===== src/rtl/jtgPkg.sv =====
package jtgPkg;
  typedef struct packed {
    logic selIndirect;
    logic selAbsolute;
    logic selLong;
    logic selShort;
  } jmpStb_t;

  localparam logic [7:0] OPC_INDIRECT = 8'h73;
  localparam logic [7:0] OPC_LONG     = 8'h02;
  localparam logic [7:0] OPC_SHORT    = 8'h80;
endpackage


===== src/rtl/jtgDecode.sv =====
module jtgDecode
  import jtgPkg::*;
(
  input  logic [7:0] opcode,
  output jmpStb_t    stb
);
  logic lowIsOne;
  assign lowIsOne = (opcode[3:0] == 4'h1);

  always_comb begin
    stb = '0;
    stb.selIndirect = (opcode == OPC_INDIRECT);
    stb.selLong     = (opcode == OPC_LONG);
    stb.selShort    = (opcode == OPC_SHORT);
    // even high nibble -> jump; odd high nibble -> call (not handled here)
    stb.selAbsolute = lowIsOne && !opcode[4];
  end
endmodule


===== src/rtl/jtgAddrPath.sv =====
module jtgAddrPath
  import jtgPkg::*;
#(
  parameter int DATA_W = 8
) (
  input  logic                clk,
  input  logic                rstN,
  input  jmpStb_t             stb,
  input  logic [DATA_W-1:0]   opcode,
  input  logic [DATA_W-1:0]   operandB,
  input  logic [DATA_W-1:0]   operandC,
  input  logic [2*DATA_W-1:0] nextPc,
  input  logic [DATA_W-1:0]   accum,
  input  logic [2*DATA_W-1:0] dataPtr,
  output logic [2*DATA_W-1:0] pcOut,
  output logic                taken
);
  localparam int ADDR_W = 2 * DATA_W;
  localparam int PAGE_W = DATA_W + 3;

  logic [ADDR_W-1:0] indirectTgt, absoluteTgt, longTgt, shortTgt, nextTgt;
  logic              anyTaken;

  assign indirectTgt = dataPtr + {{(ADDR_W-DATA_W){1'b0}}, accum};
  assign absoluteTgt = {nextPc[ADDR_W-1:PAGE_W], opcode[DATA_W-1 -: 3], operandB};
  assign longTgt     = {operandB, operandC};
  assign shortTgt    = nextPc + {{(ADDR_W-DATA_W){operandB[DATA_W-1]}}, operandB};

  always_comb begin
    nextTgt = nextPc;
    unique case (1'b1)
      stb.selIndirect: nextTgt = indirectTgt;
      stb.selAbsolute: nextTgt = absoluteTgt;
      stb.selLong:     nextTgt = longTgt;
      stb.selShort:    nextTgt = shortTgt;
      default:         nextTgt = nextPc;
    endcase
  end

  assign anyTaken = |stb;

  always_ff @(posedge clk or negedge rstN) begin
    if (!rstN) begin
      pcOut <= '0;
      taken <= 1'b0;
    end else begin
      pcOut <= nextTgt;
      taken <= anyTaken;
    end
  end
endmodule


===== src/rtl/jmpTargetGen.sv =====
module jmpTargetGen
  import jtgPkg::*;
#(
  parameter int DATA_W = 8
) (
  input  logic                clk,
  input  logic                rstN,
  input  logic [DATA_W-1:0]   opcode,
  input  logic [DATA_W-1:0]   operandB,
  input  logic [DATA_W-1:0]   operandC,
  input  logic [2*DATA_W-1:0] nextPc,
  input  logic [DATA_W-1:0]   accum,
  input  logic [2*DATA_W-1:0] dataPtr,
  output logic [2*DATA_W-1:0] pcOut,
  output logic                taken
);
  jmpStb_t stb;

  jtgDecode u_decode (
    .opcode (opcode),
    .stb    (stb)
  );

  jtgAddrPath #(.DATA_W(DATA_W)) u_path (
    .clk      (clk),
    .rstN     (rstN),
    .stb      (stb),
    .opcode   (opcode),
    .operandB (operandB),
    .operandC (operandC),
    .nextPc   (nextPc),
    .accum    (accum),
    .dataPtr  (dataPtr),
    .pcOut    (pcOut),
    .taken    (taken)
  );
endmodule


===== config.mk =====
export PLATFORM = sky130hd
export DESIGN_NAME = jmpTargetGen
export DESIGN_NICKNAME = d
export VERILOG_FILES = /design/src/rtl/jtgPkg.sv /design/src/rtl/jtgDecode.sv /design/src/rtl/jtgAddrPath.sv /design/src/rtl/jmpTargetGen.sv
export SDC_FILE = /design/constraint.sdc
export NUM_CORES = 1
export LEC_CHECK = 0
export BUFFER_PORTS_ARGS = -buffer_cell sky130_fd_sc_hd__buf_2
export CAP_MARGIN = 20
export CELL_PAD_IN_SITES_DETAIL_PLACEMENT = 1
export CELL_PAD_IN_SITES_GLOBAL_PLACEMENT = 2
export CORE_ASPECT_RATIO = 1.25
export CORE_UTILIZATION = 24
export CTS_BUF_LIST = sky130_fd_sc_hd__clkbuf_16
export DETAILED_ROUTE_END_ITERATION = 8
export PLACE_DENSITY = 0.72
export SYNTH_ARGS = -nofsm -noshare
export SYNTH_HDL_FRONTEND = slang
export SYNTH_SLANG_ARGS = --single-unit

===== constraint.sdc =====
create_clock -name clk -period 0.8 [get_ports clk]
set_input_delay 0.08 -clock clk [delete_from_list [all_inputs] [get_ports clk]]
set_output_delay 0.08 -clock clk [all_outputs]
set_load 0.02 [all_outputs]

Yosys cells after proc, flatten, opt, wreduce, memory -nomap -nowiden:

Index checks and enable logic that the tools add are counted.

* input port bits: 66
* flip-flop bits (word level): 17
* output and inout bits: 17
* word-level logic and storage cells: 12

* add/subtract/negate cells: 2
* reduce and logical (&&, ||, !) cells: 3
* mux-type cells: 1
* equal/unequal tests: 4

Operator list (count)
* case mux 16 bit (4 select lines): 1
* adder 16 bit: 1
* adder 16 x 8 -> 16 bit: 1
* equality test 8 x 2 -> 1 bit (second input constant): 1
* equality test 8 x 7 -> 1 bit (second input constant): 1
* equality test 8 bit (second input constant): 1
* equality test 4 x 1 -> 1 bit (second input constant): 1
* OR reduction 4 bit: 1
* logical AND 1 bit: 1
* logical NOT 1 bit: 1

Depth between registers and ports, before layout:

* depth in word-level cells: 3
* gate-level depth with buffers: 9
* depth with buffers taken out: 9

Cells and area by module:

From an unflattened synthesis, not the netlist that was laid out.

* cell total of the unflattened synthesis: 251
* area total of the unflattened synthesis: 2125.8 um2

By module, submodules not included
* jtgAddrPath: times used 1, area each 2059.5 um2, cells each 242, seq. area each 425.4 um2
* jtgDecode: times used 1, area each 66.3 um2, cells each 9, seq. area each 0.0 um2

Worst setup path after synthesis:

No wires, ideal clock.

* path kind: input port to flip-flop
* start: input operandB[0]
* end: register u_path.pcOut[14]
* cell stages on the path: 9
* data required time: 662 ps
* arrival: 1934 ps
* path buffers: 0
* path slack: -1272 ps
* library setup time: 138 ps
* cell sequence: ha_1 > fa_1 > a21o_1 > a21oi_1 > a21oi_1 > a31oi_1 > o21ai_0 > xnor2_1 > o221ai_1

* cells in the longest elaborated chain, start to end: 2

RTL lines
* from (decl): RTL line jmpTargetGen.sv:9 `input logic [DATA_W-1:0] operandB,`
* adder 16 bit: RTL line jtgAddrPath.sv:27 `assign shortTgt = nextPc + {{(ADDR_W-DATA_W){operandB[DATA_W-1]}}, operandB};`
* case mux 16 bit (4 select lines): RTL line jtgAddrPath.sv:31 `unique case (1'b1)`
* net u_path.nextTgt[14]: RTL line jtgAddrPath.sv:21 `logic [ADDR_W-1:0] indirectTgt, absoluteTgt, longTgt, shortTgt, nextTgt;`
* to (signal assigned): RTL line jtgAddrPath.sv:47 `pcOut <= nextTgt;`
* to (decl): RTL line jtgAddrPath.sv:15 `output logic [2*DATA_W-1:0] pcOut,`

The timed path passes the listed nets, and every way through them passes these cells.

Worst setup path in the final report:

* start: input nextPc[2]
* end: register u_path.pcOut[15]

* cells in the longest elaborated chain, start to end: 2

RTL lines
* from (decl): RTL line jmpTargetGen.sv:11 `input logic [2*DATA_W-1:0] nextPc,`
* adder 16 bit: RTL line jtgAddrPath.sv:27
* case mux 16 bit (4 select lines): RTL line jtgAddrPath.sv:31
* net u_path.nextTgt[15]: RTL line jtgAddrPath.sv:21

The timed path passes the listed nets, and every way through them passes these cells.

==> results.sh <==
export IMPL_syn_inst=258
export IMPL_critical_path_max_stage_delay_ns=0.38
export IMPL_tns_ns=-13.69
export IMPL_grt_pass1_vias=3024
export IMPL_final_cell_mix="buf_4, buf_2, buf_6"
export IMPL_hold_path_class="in2reg"
export IMPL_dp_slack_ns=-1.38
export IMPL_synth_edf_count=0
export IMPL_grt_pass1_wl_um=14400
export IMPL_p_clk_share_pct=23.6
export IMPL_layout_commonest_cell="buf_4"
export IMPL_dieArea_um2=9090
export IMPL_async_flop_share_pct=100
export IMPL_gr_total_overflow=0
export IMPL_crit_slowest_cell="a221oi_4"
export IMPL_rows=37
export IMPL_syn_area_um2=2090
export IMPL_setup_viol=34
export IMPL_antenna_found_initial=0
export IMPL_maxClockFrequency_ghz=0.532
export IMPL_relSlewSlack_pct=70.0
export IMPL_synth_seq_cells=17
export IMPL_core_area_um2=8330
export IMPL_yosys_most_used_dff="dfrtp_1"
export IMPL_vias_per_cell=5.15
export IMPL_intPower_mw=2.82
export IMPL_tightest_slew_ns=0.448
export IMPL_cts_tree="built"
export IMPL_nets=537
export IMPL_drive_gt1_share_pct=56.0
export IMPL_vdd_drop_max_uv=750
export IMPL_wl_per_cell_um=17.9
export IMPL_finalCritPeriodShare_pct=235
export IMPL_setup_ws_ns=-1.08
export IMPL_crit_required_ns=0.92
export IMPL_num_vias=2791
export IMPL_slew_violations=0
export IMPL_combPwrFrac_pct=54.2
export IMPL_n_antenna_cell=0
export IMPL_cp_arrival_ns=2.00
export IMPL_start_util_pct=25.1
export IMPL_io_pins=83
export IMPL_synth_distinct_cells=47
export IMPL_power_density_nw_per_um2=1040
export IMPL_violations="setup timing"
export IMPL_p_leak_nw=1.88
export IMPL_p_switching_mw=1.46
export IMPL_ys_seq_area_share_pct=20.4
export IMPL_ys_warn_count=0
export IMPL_gp_congestion=0.817
export IMPL_htreeDepth=1
export IMPL_rsz0062_at_grt="yes"
export IMPL_total_power_mw=4.29
export IMPL_cts_root_buffer="clkbuf_16"
export IMPL_globalRouteMet1Util_pct=22.1
export IMPL_clock_sinks=17
export IMPL_dieHeight_um=106
export IMPL_path_clk_slew_ns=0.05
export IMPL_drtIter0Drc=94
export IMPL_io_buffers=82
export IMPL_crit_path_end_kind="register"
export IMPL_use_met2_pct=40.5
export IMPL_p_sw_share_pct=34.1
export IMPL_cts_max_path_buffers=2
export IMPL_grtUsageMet3_pct=4.11
export IMPL_avgSynthCellArea_um2=8.10
export IMPL_die_w_um=85.5
export IMPL_cap_violations=0
export IMPL_fin_crit_ns=1.88
export IMPL_status="finished, violations left"
export IMPL_dpl_hpwl_um=7590
export IMPL_cp_start_kind="input pin"
export IMPL_fillers=987
export IMPL_hold_violations=0
export IMPL_grt_usage_pct=20.4
export IMPL_critPathMaxFanout=5
export IMPL_cp_cell_sequence="buf_8 -> ha_4 -> o211a_1 -> a211o_1 -> a221oi_4 -> buf_4 -> o31ai_2 -> a21oi_2 -> xnor2_1 -> o221ai_1"
export IMPL_cts_inserted_buffers=3
export IMPL_drcViolationCount=0
export IMPL_ant_nets=0
export IMPL_critical_path_class="in2reg"
export IMPL_drtPass1Iterations=4
export IMPL_syn_to_final_growth_pct=97.5
export IMPL_grt_busiest_layer="met2"
export IMPL_seq_power_share_pct=22.2
export IMPL_synth_nets=349
export IMPL_routed_wl_um=9710
export IMPL_grt_max_degree=18
worst paths after layout:
kind	from	slack, ns	cells past startpoint	end
max	nextPc[2]	-1.08	10	u_path.pcOut[15]
min	nextPc[7]	0.11	3	u_path.pcOut[7]
min in group asynchronous	rstN	0.30	2	u_path.pcOut[13]
max in group asynchronous	rstN	0.21	2	u_path.pcOut[4]
stage by stage:
step / instances / hold slack (ns) / util, % / instance area (µm²)
2_1_floorplan: 258 / -0.216 / - / 2280
3_3_place_gp: 526 / 0.0152 / 41.8 / 3480
3_5_place_dp: 526 / 0.0246 / 41.8 / 3480
4_1_cts: 537 / 0.114 / 47.3 / 3940
5_1_grt: 542 / 0.109 / 49.5 / 4130
6_report: 542 / 0.109 / 49.5 / 4130
power groups by stage:
| stage | Sequential [mW] | Clock (mW) | Combinational [mW] |
|---|---|---|---|
| after floorplan | 1.02 | 0 | 0.912 |
| after global placement | 0.953 | 0 | 1.92 |
| after detailed placement | 0.952 | 0 | 1.97 |
| after CTS | 0.952 | 1.02 | 2.19 |
| after global routing | 0.956 | 1.05 | 2.51 |
| final | 0.952 | 1.01 | 2.32 |
per-layer routing:
metal  up-vias  part of all wire, %
li1       1358                    -
met1      1348                   37
met2        71                   56
met3        14                  4.6
met4         0                  2.4
met5         -                    0
cell type report:
type	instances	area, µm²	area share (%)
timing repair buffer	193	1530	37.0
inverter	4	15.0	0.364
clock buffer	3	75.1	1.82
sequential	17	425	10.3
multi-input combinational	227	1960	47.5
clock inverter	1	3.75	0.0909
tap	97	121	2.94
cell families (layout without fill, tap and decap cells):
logic type / Yosys count / count (layout) / share of synthesized area, %
AND/OR/NAND/NOR: 80 / 80 / 18.0
adder cells (fa/ha/maj): 25 / 25 / 15.7
buffers and inverters: 14 / 201 / 2.57
XOR/XNOR: 26 / 26 / 10.9
AO/OA/AOI/OAI: 96 / 96 / 32.5
flip-flops: 17 / 17 / 20.4
Yosys cell counts (4+ instances only):
cell       n  share of area [%]
a21o_1     5                1.8
nand3_1   10                2.4
a21oi_1   27                6.5
clkbuf_1   9                1.6
a31oi_1   10                3.0
nand2b_1   5                1.5
nand2_1   19                3.4
nor2_1    25                4.5
dfrtp_1   17                 20
ha_1      23                 14
xor2_1    10                4.2
o211ai_1   6                2.2
nor3_1     5                1.2
a22oi_1   11                4.0
inv_1      4               0.72
xnor2_1   16                6.7
o21ai_0    6                1.4
flip-flops by register name (all words and copies together) (netlist names):
name / flops
u_path.taken: 1
u_path.pcOut: 16
what timing repair did:
action                                  CTS  global route
setup buffers                             6             9
pin swaps                                36            31
endpoints found under the hold margin    17             0
resized for setup                        81            33
cloned                                    1             0
endpoints found under the setup margin   34            34
hold buffers                              1             0
worst max-delay path, delay by kind of cell:
kind	cells	cell delay, ns
compound gates	6	1.26
xor+xnor	1	0.13
fa+ha+maj	1	0.24
buf+inv	2	0.28
Power figures use the tool's default switching activity.
